==> src/rtl/pss_pkg.sv <==
package pss_pkg;
  localparam int unsigned RAIL_N = 8;
  localparam int unsigned IDX_W  = $clog2(RAIL_N);

  typedef enum logic [2:0] {PS_OFF, PS_SOFT, PS_SUSP, PS_IDLE, PS_ON} pstate_e;

  // rail roles by bit position
  localparam logic [RAIL_N-1:0] SET_BASE  = 8'b0001_1001; // rails 1,4,5
  localparam logic [RAIL_N-1:0] MEM_RAIL  = 8'b0010_0000;
  localparam logic [RAIL_N-1:0] SW_RAIL   = 8'b0100_0000;
  localparam logic [RAIL_N-1:0] ADD_FULL  = 8'b1000_0110; // rails 2,3, termination
  localparam logic [RAIL_N-1:0] IDLE_OFF  = 8'b1000_0111; // removed in idle

  function automatic logic [RAIL_N-1:0] rail_set(pstate_e s, logic lp);
    logic [RAIL_N-1:0] full;
    full = SET_BASE | MEM_RAIL | SW_RAIL | ADD_FULL;
    case (s)
      PS_SOFT: rail_set = SET_BASE;
      PS_SUSP: rail_set = SET_BASE | MEM_RAIL | (lp ? SW_RAIL : '0);
      PS_ON:   rail_set = full;
      PS_IDLE: rail_set = full & ~IDLE_OFF;
      default: rail_set = '0;
    endcase
  endfunction
endpackage

==> src/rtl/pss_qualify.sv <==
module pss_qualify (
  input  logic clk_i,
  input  logic rst_i,
  input  logic en_pin_i,
  input  logic wake_i,
  input  logic ok_i,
  input  logic deep_n_i,
  input  logic mid_n_i,
  input  logic idle_n_i,
  input  logic trip_n_i,
  output logic q_deep_o,
  output logic q_mid_o,
  output logic q_idle_o,
  output logic q_trip_n_o
);
  logic wake_seen_q, ok_seen_q;

  always_ff @(posedge clk_i) begin
    if (rst_i || !en_pin_i) begin
      wake_seen_q <= 1'b0;
      ok_seen_q   <= 1'b0;
    end else begin
      wake_seen_q <= wake_seen_q | wake_i;
      ok_seen_q   <= ok_seen_q | ok_i;
    end
  end

  assign q_deep_o   = wake_seen_q & deep_n_i;
  assign q_mid_o    = wake_seen_q & mid_n_i;
  assign q_idle_o   = ~ok_seen_q | idle_n_i;
  assign q_trip_n_o = ~wake_seen_q | trip_n_i;
endmodule

==> src/rtl/pss_decode.sv <==
module pss_decode
  import pss_pkg::*;
(
  input  logic              active_i,
  input  logic              en_pin_i,
  input  logic              q_deep_i,
  input  logic              q_mid_i,
  input  logic              q_idle_i,
  input  logic              mem_lp_i,
  input  logic [RAIL_N-1:0] dis_i,
  output pstate_e           state_o,
  output logic [RAIL_N-1:0] target_o
);
  always_comb begin
    if (!active_i || !en_pin_i) state_o = PS_OFF;
    else if (!q_deep_i)         state_o = PS_SOFT;
    else if (!q_mid_i)          state_o = PS_SUSP;
    else if (!q_idle_i)         state_o = PS_IDLE;
    else                        state_o = PS_ON;
    target_o = rail_set(state_o, mem_lp_i) & ~dis_i;
  end
endmodule

==> src/rtl/pss_stepper.sv <==
module pss_stepper
  import pss_pkg::*;
#(
  parameter int unsigned TMO_W = 8
) (
  input  logic              clk_i,
  input  logic              rst_i,
  input  logic              kill_i,
  input  logic [RAIL_N-1:0] target_i,
  input  logic [RAIL_N-1:0] pg_i,
  input  logic [TMO_W-1:0]  tmo_i,
  output logic [RAIL_N-1:0] rails_o,
  output logic              busy_o,
  output logic              drop_o
);
  logic [RAIL_N-1:0] en_q, en_n, good_q, good_n, up, dn;
  logic              busy_q, busy_n;
  logic [IDX_W-1:0]  idx_q, idx_n, up_k, dn_k;
  logic [TMO_W-1:0]  cnt_q, cnt_n;

  assign up = target_i & ~en_q;
  assign dn = en_q & ~target_i;

  always_comb begin
    up_k = '0;
    for (int i = RAIL_N - 1; i >= 0; i--)
      if (up[i]) up_k = IDX_W'(i);
    dn_k = '0;
    for (int i = 0; i < RAIL_N; i++)
      if (dn[i]) dn_k = IDX_W'(i);
  end

  always_comb begin
    en_n   = en_q;
    busy_n = busy_q;
    idx_n  = idx_q;
    cnt_n  = cnt_q;
    if (kill_i) begin
      en_n   = '0;
      busy_n = 1'b0;
    end else if (busy_q) begin
      if (pg_i[idx_q] || cnt_q == tmo_i) busy_n = 1'b0;
      else                               cnt_n  = cnt_q + 1'b1;
    end else if (|up) begin
      en_n[up_k] = 1'b1;
      busy_n     = 1'b1;
      idx_n      = up_k;
      cnt_n      = '0;
    end else if (|dn) begin
      en_n[dn_k] = 1'b0;
    end
    good_n = (good_q | (en_q & pg_i)) & en_n;
  end

  always_ff @(posedge clk_i) begin
    if (rst_i) begin
      en_q   <= '0;
      good_q <= '0;
      busy_q <= 1'b0;
      idx_q  <= '0;
      cnt_q  <= '0;
    end else begin
      en_q   <= en_n;
      good_q <= good_n;
      busy_q <= busy_n;
      idx_q  <= idx_n;
      cnt_q  <= cnt_n;
    end
  end

  assign rails_o = en_q;
  assign busy_o  = busy_q;
  assign drop_o  = |(good_q & en_q & ~pg_i);
endmodule

==> src/rtl/pwr_state_seq.sv <==
module pwr_state_seq
  import pss_pkg::*;
#(
  parameter int unsigned TMO_W = 8
) (
  input  logic              clk_i,
  input  logic              rst_i,
  input  logic              int_pg_i,
  input  logic              auto_start_i,
  input  logic              en_pin_i,
  input  logic              sleep_deep_n_i,
  input  logic              sleep_mid_n_i,
  input  logic              sleep_idle_n_i,
  input  logic              trip_n_i,
  input  logic              mem_lp_i,
  input  logic [RAIL_N-1:0] rail_dis_i,
  input  logic [RAIL_N-1:0] rail_pg_i,
  input  logic [TMO_W-1:0]  step_tmo_i,
  output logic [RAIL_N-1:0] rails_o,
  output logic              wake_rel_o,
  output logic              plat_ok_o,
  output logic              fault_o,
  output logic              ready_o
);
  logic              active_q, fault_q, wake_q, ok_q;
  logic              q_deep, q_mid, q_idle, q_trip_n;
  logic              busy, drop, fault_set, kill, settled;
  pstate_e           state;
  logic [RAIL_N-1:0] target, rails;

  pss_qualify u_qual (
    .clk_i(clk_i), .rst_i(rst_i), .en_pin_i(en_pin_i),
    .wake_i(wake_q), .ok_i(ok_q),
    .deep_n_i(sleep_deep_n_i), .mid_n_i(sleep_mid_n_i),
    .idle_n_i(sleep_idle_n_i), .trip_n_i(trip_n_i),
    .q_deep_o(q_deep), .q_mid_o(q_mid), .q_idle_o(q_idle),
    .q_trip_n_o(q_trip_n)
  );

  pss_decode u_dec (
    .active_i(active_q), .en_pin_i(en_pin_i),
    .q_deep_i(q_deep), .q_mid_i(q_mid), .q_idle_i(q_idle),
    .mem_lp_i(mem_lp_i), .dis_i(rail_dis_i),
    .state_o(state), .target_o(target)
  );

  assign fault_set = active_q & en_pin_i & ~fault_q & (~q_trip_n | drop);
  assign kill      = fault_q | fault_set;

  pss_stepper #(.TMO_W(TMO_W)) u_step (
    .clk_i(clk_i), .rst_i(rst_i), .kill_i(kill),
    .target_i(target), .pg_i(rail_pg_i), .tmo_i(step_tmo_i),
    .rails_o(rails), .busy_o(busy), .drop_o(drop)
  );

  assign settled = ~busy & (rails == target);

  always_ff @(posedge clk_i) begin
    if (rst_i) begin
      active_q <= 1'b0;
      fault_q  <= 1'b0;
      wake_q   <= 1'b0;
      ok_q     <= 1'b0;
    end else begin
      active_q <= int_pg_i & (active_q | auto_start_i | en_pin_i);
      fault_q  <= en_pin_i & (fault_q | fault_set);
      if (kill || state == PS_OFF) wake_q <= 1'b0;
      else if (settled)            wake_q <= 1'b1;
      if (kill || !(state == PS_ON || state == PS_IDLE)) ok_q <= 1'b0;
      else if (settled)                                  ok_q <= 1'b1;
    end
  end

  assign rails_o    = rails;
  assign wake_rel_o = wake_q;
  assign plat_ok_o  = ok_q;
  assign fault_o    = fault_q;
  assign ready_o    = active_q;
endmodule

==> config.mk <==
export PLATFORM = sky130hd
export DESIGN_NAME = pwr_state_seq
export DESIGN_NICKNAME = d
export VERILOG_FILES = /design/src/rtl/pss_pkg.sv /design/src/rtl/pss_qualify.sv /design/src/rtl/pss_decode.sv /design/src/rtl/pss_stepper.sv /design/src/rtl/pwr_state_seq.sv
export SDC_FILE = /design/constraint.sdc
export NUM_CORES = 1
export LEC_CHECK = 0
export CAP_MARGIN = 20
export CELL_PAD_IN_SITES_DETAIL_PLACEMENT = 1
export CELL_PAD_IN_SITES_GLOBAL_PLACEMENT = 2
export CORE_UTILIZATION = 31
export DETAILED_ROUTE_END_ITERATION = 8
export GPL_TIMING_DRIVEN = 0
export PLACE_DENSITY = 0.81
export REMOVE_ABC_BUFFERS = 1
export SLEW_MARGIN = 10
export SYNTH_ARGS = -nofsm -noshare
export SYNTH_HDL_FRONTEND = slang
export SYNTH_SLANG_ARGS = --single-unit
==> constraint.sdc <==
create_clock -name clk_i -period 5.2 [get_ports clk_i]
set_input_delay 1.56 -clock clk_i [delete_from_list [all_inputs] [get_ports clk_i]]
set_output_delay 1.56 -clock clk_i [all_outputs]
set_load 0.02 [all_outputs]
==> impl_metrics.json, run 1 <==
{
  "status": "finished, final reports clean",
  "final-setup-viol-count": 0,
  "post_drt_wl_per_cell_um": 16.0,
  "holdCritPathClass": "flop to flop",
  "synthDistinctLibCells": 47,
  "grt_pass1_vias": 1931,
  "n_fill_cell": 782,
  "r2r_setup_slack_ns": 1.91,
  "dr.pass1.iters": 4,
  "grt_max_degree": 15,
  "clockBufferDepth": 2,
  "htreeDepth": 2,
  "ios": 46,
  "start_util": 0.323,
  "die_y_um": 83.6,
  "antenna_cells": 0,
  "finalCriticalPeriod_ns": 4.62,
  "cap_violations": 0,
  "grt_pass1_wl_um": 9650,
  "vias_per_cell": 5.22,
  "synth_cells": 248,
  "first_iter_violations": 80,
  "cts.sinks": 34,
  "critical_path_class": "input pin to flop",
  "register_area_um2": 681,
  "syn_avg_cell_area_um2": 8.32,
  "p_per_area_nw_per_um2": 217,
  "place_area_um2": 2600,
  "startpoint": "sleep_deep_n_i",
  "arrival_ns": 4.83,
  "ant_nets": 0,
  "fin_crit_sh": 0.888,
  "tightest_slew_ns": 0.663,
  "critPathTopFamily": "simple AND/OR/NAND/NOR gates",
  "ctsHoldBuffers": 0,
  "design_area_um2": 2720,
  "mostFrequentLayoutCells": "clkdlybuf4s50_1 (45), dfxtp_1 (34), inv_1 (27), a21oi_1 (25), nor2_1 (18)",
  "syn_area_um2": 2060,
  "finClkSkew_ns": 0.00888,
  "crit_buf_inv": 2,
  "leakage_nw": 1.02,
  "ys_seq_area_frac": 0.330,
  "hold_start": "u_qual.ok_seen_q",
  "die_area_um2": 6990,
  "fin_nets": 349,
  "synth-main-ff-cell": "dfxtp_1",
  "cts.repair.resized": 0,
  "ys_ff_latch": 34,
  "core_area_um2": 6390,
  "cts_buffers": 5,
  "grt-ovfl-total": 0,
  "worstPathMaxFanout": 8,
  "yosys.area.top_type": "dfxtp_1",
  "drc_errors": 0,
  "reg2reg_from": "u_qual.wake_seen_q",
  "ys_top_cells_by_area": "dfxtp_1 (33%), ha_1 (10%), a21oi_1 (6.1%)",
  "syn2layout_area_growth_pct": 31.7,
  "rsz0062_at_grt": "false",
  "clkLatencyLatePin_ns": 0.29,
  "track_usage": 0.176,
  "cts_tree": "yes",
  "fmax_mhz": 217,
  "finalHoldViolations": 0,
  "place_congestion": 0.809,
  "start_kind": "input pin",
  "clk_pin_slew_worst_paths_ns": 0.07,
  "tns_ns": 0,
  "antenna_found_initial": 0,
  "die_w_um": 83.6,
  "cp_common_cell": "a21oi_1",
  "crit_chain": "clkdlybuf4s50_1, and2_1, nand3_1, or3b_2, or2_2, inv_1, ha_1, nor4_1, a21oi_1, o21ai_0, or4_1, a21oi_1",
  "slew_viol_final": 0,
  "wl_um": 6020,
  "worst_setup_path_end_kind": "flop",
  "hpwl_um": 4800,
  "rows": 29,
  "route.vias.total": 1958,
  "maxSlewHeadroom": 0.553,
  "required_ns": 5.42,
  "synth_top_area_share": 0.330,
  "layout_commonest_cell": "clkdlybuf4s50_1",
  "slowest_stage": "or4_1",
  "critical-path-max-stage-delay_ns": 0.55,
  "post_cts_buffers": 0,
  "io_buffers": 45,
  "vdd_drop_max_mv": 0.131,
  "async_reset_ff_frac": 0,
  "ys_warn_count": 0,
  "fin_hold_ws_ns": 0.466,
  "clk_root_buffer_cell": "clkbuf_8",
  "drive_above_1_share": 0.0805,
  "synth_enable_flop_cells": 0,
  "multiInputGateArea_um2": 1270
}
[final timing paths]
path                 endpoint  cells after the start
min reg2reg  u_qual.ok_seen_q                      2
max           u_step.idx_q[1]                     12
max reg2reg   u_step.idx_q[1]                     11
min          u_qual.ok_seen_q                      2
[logic make-up (layout without fill, tap and decap cells)]
logic type / Yosys count / count (layout) / share of synthesized area
and+or+nand+nor: 95 / 95 / 0.253
buffers and inverters: 30 / 80 / 0.0552
DFF: 34 / 34 / 0.330
muxes: 5 / 5 / 0.0412
adders and majority gates: 17 / 17 / 0.103
AOI/OAI and AO/OA: 59 / 59 / 0.184
xor gates and xnor gates: 8 / 8 / 0.0340
[worst min-delay path: stages (launching register included)]
cell and delay (ns):
dfxtp_1 0.33, nor2_1 0.04, nor2_1 0.07
[synthesized netlist by cell type (2+ instances only)]
library cell and number:
a211oi_1 2, a21oi_1 25, a22oi_1 2, clkbuf_1 2
dfxtp_1 34, ha_1 17, inv_1 27, mux2_2 2
mux4_1 2, nand2_1 12, nand2b_1 3, nand3_1 8
nand3b_1 2, nand4_1 2, nor2_1 18, nor2b_1 9
nor3_1 10, nor3b_1 2, nor4_1 6, nor4b_1 2
o211ai_1 2, o21a_1 2, o21ai_0 10, o21bai_1 3
o41ai_1 3, or2_2 7, or3_1 3, or3_2 3
or4_1 3, xor2_1 8
[area by class of cell]
type	count	share of cell area
Multi-Input combinational cell	184	0.467
Tap cell	77	0.0355
Timing Repair Buffer	46	0.169
Clock inverter	1	0.0110
Clock buffer	6	0.0304
Sequential cell	34	0.250
Inverter	27	0.0373
[per-stage QoR]
stage                     cells  utilization  setup slack, ns  power [mW]
after floorplan             245            -             1.16       0.302
after global placement      367        0.407            0.250       0.344
after detailed placement    367        0.407            0.242       0.345
after CTS                   374        0.424            0.550       0.596
after global routing        375        0.426            0.256       0.613
final                       375        0.426            0.584       0.590
[power breakdown]
part,leakage (nW),total [mW],internal [mW],switching [mW]
clock network,0.0573,0.250,0.153,0.0970
registers,0.274,0.266,0.263,0.00363
logic,0.686,0.0728,0.0385,0.0343
total,1.02,0.590,0.455,0.135
[registers in the layout, indices dropped and copies added (netlist names)]
register	flops
u_step.cnt_q	8
u_step.good_q	8
u_step.rails_o	8
u_step.idx_q	3
fault_o	1
plat_ok_o	1
ready_o	1
u_qual.ok_seen_q	1
u_qual.wake_seen_q	1
u_step.busy_o	1
wake_rel_o	1
[metal layers]
layer / share of wire / track usage
met5: 0 / 0
met1: 0.48 / 0.228
met4: 0.014 / 0.0555
met2: 0.48 / 0.297
met3: 0.031 / 0.0297
Power figures use the tool's default switching activity.
==> run 2, diff against run 1 <==
Settings changed: CORE_MARGIN from default to 8.
==> run 2 against run 1 <==
Net effect:
- sequential share of layout area rose by 0.058 points
- critical path depth up 1
- non-clock buffer count is the same
- flip-flop and latch count unchanged
- die area rose by 36%
- first-iteration DRC count increased by 7.5%
- critical path type unchanged
- largest power group unchanged
==> impl_metrics.json, run 2 (synthesis results as in run 1) <==
{
  "tightest_slew_ns": 0.665,
  "total_power_uw": 576,
  "place_inst": 367,
  "maxSlewHeadroom": 0.553,
  "crit_chain": "clkdlybuf4s50_1, nor2b_1, o21ai_0, inv_1, o21ai_0, inv_1, ha_1, nor4_1, nand3_1, nor4_1, nor3b_1, a211oi_1, nor2b_1",
  "rows": 29,
  "cts_buffers": 5,
  "instances_no_fill": 376,
  "die_area_um2": 9520,
  "arrival_ns": 4.80,
  "fin_hold_ws_ns": 0.479,
  "startpoint": "sleep_idle_n_i",
  "register_area_um2": 681,
  "hold_start": "u_qual.ok_seen_q",
  "layout_commonest_cell": "clkdlybuf4s50_1",
  "drc_errors": 0,
  "final_util": 0.425,
  "track_usage": 0.131,
  "vdd_drop_max_mv": 0.0900,
  "leakage_nw": 1.01,
  "cts.repair.resized": 0,
  "io_buffers": 45,
  "n_fill_cell": 781,
  "required_ns": 5.38,
  "antenna_found_initial": 0,
  "final-setup-viol-count": 0,
  "start_util": 0.323,
  "wl_um": 6220,
  "grt-ovfl-total": 0,
  "antenna_cells": 0,
  "fmax_mhz": 216,
  "clockBufferDepth": 2,
  "core_area_um2": 6390,
  "rsz0062_at_grt": "false",
  "finalCriticalPeriod_ns": 4.62,
  "htreeDepth": 2,
  "syn2layout_area_growth_pct": 31.4,
  "status": "finished, final reports clean",
  "fin_nets": 349,
  "post_cts_buffers": 0,
  "slowest_stage": "nor4_1",
  "cts_tree": "yes",
  "drive_above_1_share": 0.0769,
  "ios": 46,
  "worstPathMaxFanout": 5,
  "first_iter_violations": 86,
  "die_y_um": 97.6,
  "fin_crit_sh": 0.889,
  "start_kind": "input pin",
  "critical_path_class": "input pin to flop",
  "clk_pin_slew_worst_paths_ns": 0.07,
  "route.vias.total": 1970,
  "cap_violations": 0,
  "design_area_um2": 2710,
  "grt_pass1_vias": 2067,
  "finalHoldViolations": 0,
  "holdCritPathClass": "flop to flop",
  "post_drt_wl_per_cell_um": 16.5,
  "multiInputGateArea_um2": 1270,
  "grt_pass1_wl_um": 10300,
  "slew_viol_final": 0,
  "clkLatencyLatePin_ns": 0.29,
  "grt_max_degree": 15,
  "place_congestion": 0.780,
  "tns_ns": 0,
  "hpwl_um": 5140,
  "worst_setup_path_end_kind": "flop",
  "die_w_um": 97.6,
  "mostFrequentLayoutCells": "clkdlybuf4s50_1 (45), dfxtp_1 (34), inv_1 (27), a21oi_1 (25), nor2_1 (18)",
  "finClkSkew_ns": 0.0121,
  "ctsHoldBuffers": 0,
  "reg2reg_from": "u_qual.ok_seen_q",
  "ant_nets": 0,
  "p_per_area_nw_per_um2": 213,
  "cts.sinks": 34,
  "critical-path-max-stage-delay_ns": 0.60,
  "clk_root_buffer_cell": "clkbuf_8",
  "fin_ws_ns": 0.576,
  "place_area_um2": 2600,
  "pre_cts_slack_ns": 0.279,
  "dr.pass1.iters": 4,
  "vias_per_cell": 5.24
}
-- run 2: cell type report --
cell class	count	share of cell area
multi-input combinational	184	0.468
sequential	34	0.251
timing repair buffer	46	0.169
inverter	27	0.0374
tap	77	0.0355
clock buffer	7	0.0281
clock inverter	1	0.0111
-- run 2: path summary, 6_finish.rpt --
| check | cells after the start | end | slack (ns) |
|---|---|---|---|
| worst max-delay path | 13 | u_step.good_q[3] | 0.58 |
| worst min-delay path | 2 | u_qual.ok_seen_q | 0.48 |
| worst max register to register | 12 | u_step.good_q[3] | 1.93 |
| worst min register to register | 2 | u_qual.ok_seen_q | 0.48 |
-- run 2: per-layer routing --
layer | share of wire | routed length [um] | track usage
met5 | 0 | 0 | 0
met3 | 0.033 | 204 | 0.0277
met4 | 0.018 | 112 | 0.0466
met1 | 0.45 | 2790 | 0.148
met2 | 0.50 | 3120 | 0.233
-- run 2: critical path: cells and delay by family --
family                   cells  cell delay [ns]
AND/OR/NAND/NOR              6             1.79
buffers and inverters        3             0.60
AO/OA/AOI/OAI                3             0.64
adder cells (fa/ha/maj)      1             0.22
-- run 2: power by group --
part           internal, mW  total [mW]  switching (mW)
Sequential            0.263       0.266         0.00345
Clock                 0.143       0.237          0.0940
Combinational        0.0385      0.0727          0.0343
Total                 0.445       0.576           0.132
